===== config.mk =====
export PLATFORM = sky130hd
export DESIGN_NAME = cap_switch_ctrl
export DESIGN_NICKNAME = d
export VERILOG_FILES = /design/src/rtl/cap_switch_pkg.sv /design/src/rtl/lead_one_enc.sv /design/src/rtl/cap_mask_gen.sv /design/src/rtl/cap_switch_drv.sv /design/src/rtl/cap_switch_ctrl.sv
export SDC_FILE = /design/constraint.sdc
export NUM_CORES = 1
export LEC_CHECK = 0
export BUFFER_PORTS_ARGS = -buffer_cell sky130_fd_sc_hd__buf_2
export CORE_AREA = 2 2 39 41
export CTS_BUF_LIST = sky130_fd_sc_hd__clkbuf_2 sky130_fd_sc_hd__clkbuf_4 sky130_fd_sc_hd__clkbuf_8
export DETAILED_ROUTE_END_ITERATION = 10
export DIE_AREA = 0 0 41 43
export GPL_TIMING_DRIVEN = 0
export HOLD_SLACK_MARGIN = 0.05
export PLACE_DENSITY = 0.73
export SLEW_MARGIN = 20
export SYNTH_ARGS = -nofsm -noshare
export SYNTH_HDL_FRONTEND = slang
export SYNTH_HIERARCHICAL = 1
export SYNTH_SLANG_ARGS = --single-unit

===== constraint.sdc =====
create_clock -name clk_i -period 1.83 [get_ports clk_i]
set_input_delay 0.0915 -clock clk_i [delete_from_list [all_inputs] [get_ports clk_i]]
set_output_delay 0.0915 -clock clk_i [all_outputs]
set_load 0.02 [all_outputs]

===== src/rtl/cap_switch_pkg.sv =====
package cap_switch_pkg;
  localparam int unsigned MAG_W = 8;
  localparam int unsigned EXP_W = $clog2(MAG_W);
  localparam int unsigned NCAP  = MAG_W - 1;
endpackage


===== src/rtl/lead_one_enc.sv =====
module lead_one_enc #(
  parameter int unsigned MAG_W = 8,
  localparam int unsigned EXP_W = $clog2(MAG_W)
) (
  input  logic             clk_i,
  input  logic             rst_ni,
  input  logic [MAG_W-1:0] mag_i,
  output logic [EXP_W-1:0] exp_o
);
  // zero magnitude falls through to exponent 0
  always_comb begin
    exp_o = '0;
    for (int i = 0; i < MAG_W; i++)
      if (mag_i[i]) exp_o = EXP_W'(i);
  end

  AST_LEAD_ONE: assert property (@(posedge clk_i) disable iff (!rst_ni)
    (mag_i != '0) |-> ((mag_i >> exp_o) == MAG_W'(1)));
  AST_ZERO_MIN: assert property (@(posedge clk_i) disable iff (!rst_ni)
    (mag_i == '0) |-> (exp_o == '0));
endmodule


===== src/rtl/cap_mask_gen.sv =====
module cap_mask_gen #(
  parameter int unsigned NCAP = 7,
  parameter int unsigned EXP_W = 3
) (
  input  logic [EXP_W-1:0] exp_i,
  output logic [NCAP-1:0]  mask_o
);
  // prefix mask: C0..C(j-1) enabled, sum 2^j - 1 plus base unit
  for (genvar g = 0; g < NCAP; g++) begin : g_bit
    assign mask_o[g] = (exp_i > EXP_W'(g));
  end
endmodule


===== src/rtl/cap_switch_drv.sv =====
module cap_switch_drv #(
  parameter int unsigned NCAP = 7,
  parameter int unsigned EXP_W = 3
) (
  input  logic             clk_i,
  input  logic             rst_ni,
  input  logic             samp_i,
  input  logic [NCAP-1:0]  mask_i,
  input  logic [EXP_W-1:0] exp_i,
  output logic [NCAP-1:0]  to_out_o,
  output logic [NCAP-1:0]  to_ref_o,
  output logic [EXP_W-1:0] exp_o
);
  logic [NCAP-1:0]  mask_q;
  logic [EXP_W-1:0] exp_q;

  always_ff @(posedge clk_i or negedge rst_ni) begin
    if (!rst_ni) begin
      mask_q <= '0;
      exp_q  <= '0;
    end else if (samp_i) begin
      mask_q <= mask_i;
      exp_q  <= exp_i;
    end
  end

  assign to_out_o = mask_q;
  assign to_ref_o = ~mask_q;  // removed caps parked on reference, charge kept
  assign exp_o    = exp_q;

  AST_HOLD_ACC: assert property (@(posedge clk_i) disable iff (!rst_ni)
    !samp_i |=> ($stable(mask_q) && $stable(exp_q)));
  AST_LATENCY: assert property (@(posedge clk_i) disable iff (!rst_ni)
    samp_i |=> (exp_q == $past(exp_i)));
  AST_PREFIX: assert property (@(posedge clk_i) disable iff (!rst_ni)
    ((mask_q & (mask_q + 1'b1)) == '0));
  AST_EXP_MASK: assert property (@(posedge clk_i) disable iff (!rst_ni)
    ($countones(mask_q) == int'(exp_q)));
  AST_COMPL: assert property (@(posedge clk_i) disable iff (!rst_ni)
    (((to_out_o & to_ref_o) == '0) && ((to_out_o | to_ref_o) == '1)));
endmodule


===== src/rtl/cap_switch_ctrl.sv =====
module cap_switch_ctrl
  import cap_switch_pkg::*;
(
  input  logic             clk_i,
  input  logic             rst_ni,
  input  logic             samp_phase_i,
  input  logic [MAG_W-1:0] step_mag_i,
  output logic [NCAP-1:0]  cap_to_out_o,
  output logic [NCAP-1:0]  cap_to_ref_o,
  output logic [EXP_W-1:0] gain_exp_o
);
  logic [EXP_W-1:0] exp_d;
  logic [NCAP-1:0]  mask_d;

  lead_one_enc #(.MAG_W(MAG_W)) u_enc (
    .clk_i (clk_i),
    .rst_ni(rst_ni),
    .mag_i (step_mag_i),
    .exp_o (exp_d)
  );

  cap_mask_gen #(.NCAP(NCAP), .EXP_W(EXP_W)) u_mask (
    .exp_i (exp_d),
    .mask_o(mask_d)
  );

  cap_switch_drv #(.NCAP(NCAP), .EXP_W(EXP_W)) u_drv (
    .clk_i   (clk_i),
    .rst_ni  (rst_ni),
    .samp_i  (samp_phase_i),
    .mask_i  (mask_d),
    .exp_i   (exp_d),
    .to_out_o(cap_to_out_o),
    .to_ref_o(cap_to_ref_o),
    .exp_o   (gain_exp_o)
  );
endmodule


## After elaboration in Yosys (flattened, before gate mapping)

Index checks and enable logic that the tools add are counted.

| word-level totals | value |
|---|---|
| RAM bits | 0 |
| output and inout port bits | 17 |
| bits in read-only memories | 0 |
| register bits | 10 |
| logic and storage cells | 17 |
| input port bits | 11 |
| memories kept | 0 |
| latch bits | 0 |

| cells by class | value |
|---|---|
| bitwise operators | 1 |
| reduce and logical (&&, ||, !) cells | 0 |
| multipliers | 0 |
| $add $sub $neg | 0 |
| shift-type cells | 0 |
| eq/ne operators | 0 |
| divide/modulo/power cells | 0 |
| multiplexer cells | 7 |
| order comparisons | 7 |

Operator list:

| kind | number |
|---|---|
| two-way mux 3 bit | 4 |
| > comparator 3 bit (second input constant) | 3 |
| inverter 7 bit | 1 |
| > comparator 3 x 1 -> 1 bit (second input constant) | 2 |
| > comparator 3 x 2 -> 1 bit (second input constant) | 2 |
| two-way mux 2 bit | 2 |
| two-way mux 1 bit | 1 |

## Longest topological paths before layout

| depth | value |
|---|---|
| depth in word-level cells | 8 |
| mapped depth | 5 |
| mapped depth without buffers | 5 |

## Hierarchy

Netlist, hierarchy kept.

Modules (own cells, without submodules):

| module | area each (um^2) | times used | cells an instance | seq. area each (um^2) |
|---|---|---|---|---|
| cap_switch_drv | 437.9 | 1 | 28 | 250.2 |
| cap_mask_gen | 47.5 | 1 | 7 | 0.0 |
| lead_one_enc | 45.0 | 1 | 10 | 0.0 |

## Worst setup path before layout

OpenSTA, ideal clock, no wires.

| path | value |
|---|---|
| path type | input port to flip-flop |
| from | input port step_mag_i[6] |
| to | register u_drv.mask_q[0] (netlist: u_drv/to_out_o[0]) |
| data required time | 1.705 ns |
| cell stages on the path | 4 |
| slack | 0.755 ns |
| library setup time | 0.125 ns |
| path buffers | 0 |
| data arrival time | 0.950 ns |
| cell sequence | nor2_1 > nand2_1 > or3_1 > mux2_4 |

| between the ends | value |
|---|---|
| cells in the longest elaborated chain, start to end | 3 |

Ends and longest elaborated chain:

| what | RTL line | source |
|---|---|---|
| start: declaration | cap_switch_ctrl.sv:7 | `input logic [MAG_W-1:0] step_mag_i,` |
| two-way mux 3 bit (2 in a row) | lead_one_enc.sv:14 | `if (mag_i[i]) exp_o = EXP_W'(i);` |
| net exp_d[2] | cap_switch_ctrl.sv:12 | `logic [EXP_W-1:0] exp_d;` |
| > comparator 3 x 1 -> 1 bit | cap_mask_gen.sv:10 | `assign mask_o[g] = (exp_i > EXP_W'(g));` |
| net mask_d[0] | cap_switch_ctrl.sv:13 | `logic [NCAP-1:0] mask_d;` |
| end signal: assignment | cap_switch_drv.sv:22 | `mask_q <= mask_i;` |
| end: declaration | cap_switch_drv.sv:14 | `logic [NCAP-1:0] mask_q;` |

The timed path passes the listed nets, and every way through them passes these cells.
A chain may end at the register's enable or synchronous reset.

## Final worst setup path

Same ends and word-level chain as after synthesis.

==> flow_summary.toml <==
[outcome]
outcome = "complete, no violations"

[synthesis]
synth-edff-count = 0
netlist.area_leader.share_pct = 47.2
synthTopCellsByArea = "dfrtp_1, mux2_4, inv_1, buf_6, a21oi_1"
yosysSeqAreaShare_pct = 47.2
synth.distinct_cells = 17
ys.flop_type = "dfrtp_1"
postSynth.asyncResetShare_pct = 100
synth_common_cells = "dfrtp_1, mux2_4, inv_1"
syn_avg_cell_area_sq_um = 11.8
synth_area_sq_um = 531
syn_inst = 45
yosysWarnings = 6
syn_nets = 56
synth_top_cell_by_area = "dfrtp_1"
synth-seq-cells = 10

[routing]
first_iter_violations = 3
totalWireLength_mm = 1.02
drc = 0
dr.pass1.iters = 3
vias = 413
wl_per_cell_um = 11.3
antenna_left = 0
via_per_inst = 4.54

[clocking]
post_cts_resized = 0
cts.sinks = 10
clk_latency_ns = 0.26
cts_tree = "done"
clk_pin_slew_ns = 0.07
cts.path.max_buffers = 2
cts-root-buf = "clkbuf_4"
h-tree-depth = 1
post_cts_buffers = 0
cts_buffers = 3
cts_hold_buffers = 1

[place]
routabilityCongestion = 0.647
numPortBuffers = 25
dpl_worst_slack_ns = 0.535
place_hpwl_um = 786

[power_and_ir_drop]
netSwitchingFraction_pct = 27.2
pwr-share-seq_pct = 43.4
peakVddDrop_mv = 0.381
power_density_mw_per_mm2 = 785
p_clk_share_pct = 34.9
switchingPower_uw = 154
power.internal_uw = 412
power_frac_comb_pct = 21.8
power_leakage_uw = 0.000397

[worst_hold_path]
hold_depth = 2
hold_end = "u_drv/to_out_o[6]$_DFFE_PN0P_"
min_from = "samp_phase_i"
min-delay-path-class = "primary input to register"

[run]
max_cap_violations = 0

[layout]
diodes = 0
area_growth_pct = 36.1
nets = 87
final_layout_size_suffix_gt1_share_pct = 57.3

[setup_path]
path_max_fanout = 8
start_kind = "primary input"
cp.arrival_ns = 1.16
rr_worst_depth = 1
r2r_setup_slack_ns = 1.03
crit_required_ns = 1.98
r2r-start = "u_drv/to_out_o[4]$_DFFE_PN0P_"
criticalPathCategory = "primary input to register"
endpoint_kind = "register"
r2r_end = "u_drv/to_out_o[4]$_DFFE_PN0P_"

[floorplan]
die_area_sq_mm = 0.00176
design.core.area_sq_mm = 0.00138
pin_count = 28
dieWidth_um = 41
placementRows = 14
die_y_um = 43
start_util_pct = 38.3

[global_routing]
grt_first_pass_wirelength_mm = 1.66
grt_util_met2_pct = 22.2
met3_usage_pct = 3.14
grt_pass1_vias = 396
busiest_layer = "met2"
grtUsageTotal_pct = 14.1
gr-total-overflow = 0
antenna_found_initial = 0
met1_usage_pct = 16.7
grt_max_degree = 11

[timing]
finalCriticalPeriod_ns = 1.01
whs_ns = 0.180
fmax_mhz = 988
max_slew.worst_pin.slew_ns = 0.611
fin_worst_skew_ns = 0
setup_violations = 0
slew_violations = 0
fin_crit_sh_pct = 55.3
tns_ns = 0
relSlewSlack_pct = 58.9
final-hold-violation-count = 0
fin_ws_ns = 0.818
rsz0062_at_grt = "no"
## through the flow
stage	util (%)	power, uW	area [sq um]	cells
global route	52.2	596	722	91
detailed placement	48.8	374	676	86
global placement	48.8	369	676	86
finish	52.2	567	722	91
CTS	52.2	574	722	91
floorplan	-	328	531	45
## state kept, by name, indices dropped and copies added (netlist names)
| signal | count |
|---|---|
| u_drv/to_out_o | 7 |
| u_drv/exp_o | 3 |
## cells by family after synthesis
| group | share of synthesized area, % |
|---|---|
| buffers and inverters | 9.20 |
| AO/OA/AOI/OAI | 7.31 |
| multiplexers | 28.3 |
| flip-flops | 47.2 |
| AND/OR/NAND/NOR | 8.02 |
## power by group through the flow
stage	sequential (uW)	clock, uW	combinational (uW)
global placement	249	0	120
floorplan	267	0	60.6
CTS	246	203	125
detailed placement	250	0	123
global route	248	213	135
finish	246	198	123
## critical path, stage by stage
cell	delay (ns)
buf_2	0.11
nor2_1	0.13
nand2_1	0.17
or3_1	0.40
mux2_4	0.26
## placed cells by master (no fill, tap or decap)
cell and n:
clkbuf_4 3, nor2_1 2, dlygate4sd3_1 1, o21a_1 1, a21o_2 1, buf_6 1, o21ai_0 1, dfrtp_1 10
or2_1 1, inv_1 8, and3_2 1, buf_2 25, clkbuf_8 1, clkbuf_1 1, mux2_4 10, and2_2 1
clkinv_1 1, or3_1 1, a21oi_1 2, o31ai_1 1, nand2_1 2
## final cells by class
type | instances | area (sq um)
multi-input combinational | 24 | 231
fill | 124 | 662
tap | 16 | 20.0
timing repair buffer | 26 | 135
buffer | 2 | 15.0
inverter | 9 | 33.8
sequential | 10 | 250
clock buffer | 4 | 36.3
## per-layer routing
layer / wire length, um / part of all wire, %
met5: 0 / 0
met4: 0 / 0
met3: 64 / 6.3
met2: 515 / 50
met1: 444 / 43
## worst max-delay path by stage
stage | cells past startpoint | endpoint | slack [ns] | start
after floorplan | 4 | u_drv/to_out_o[0]$_DFFE_PN0P_ | 0.75 | step_mag_i[6]
after global placement | 5 | u_drv/to_out_o[0]$_DFFE_PN0P_ | 0.55 | step_mag_i[6]
after detailed placement | 5 | u_drv/to_out_o[0]$_DFFE_PN0P_ | 0.54 | step_mag_i[6]
after CTS | 5 | u_drv/to_out_o[0]$_DFFE_PN0P_ | 0.81 | step_mag_i[6]
after global routing | 5 | u_drv/to_out_o[0]$_DFFE_PN0P_ | 0.73 | step_mag_i[5]
final | 5 | u_drv/to_out_o[0]$_DFFE_PN0P_ | 0.82 | step_mag_i[6]
Note: power is estimated with default switching activity, not from simulation.
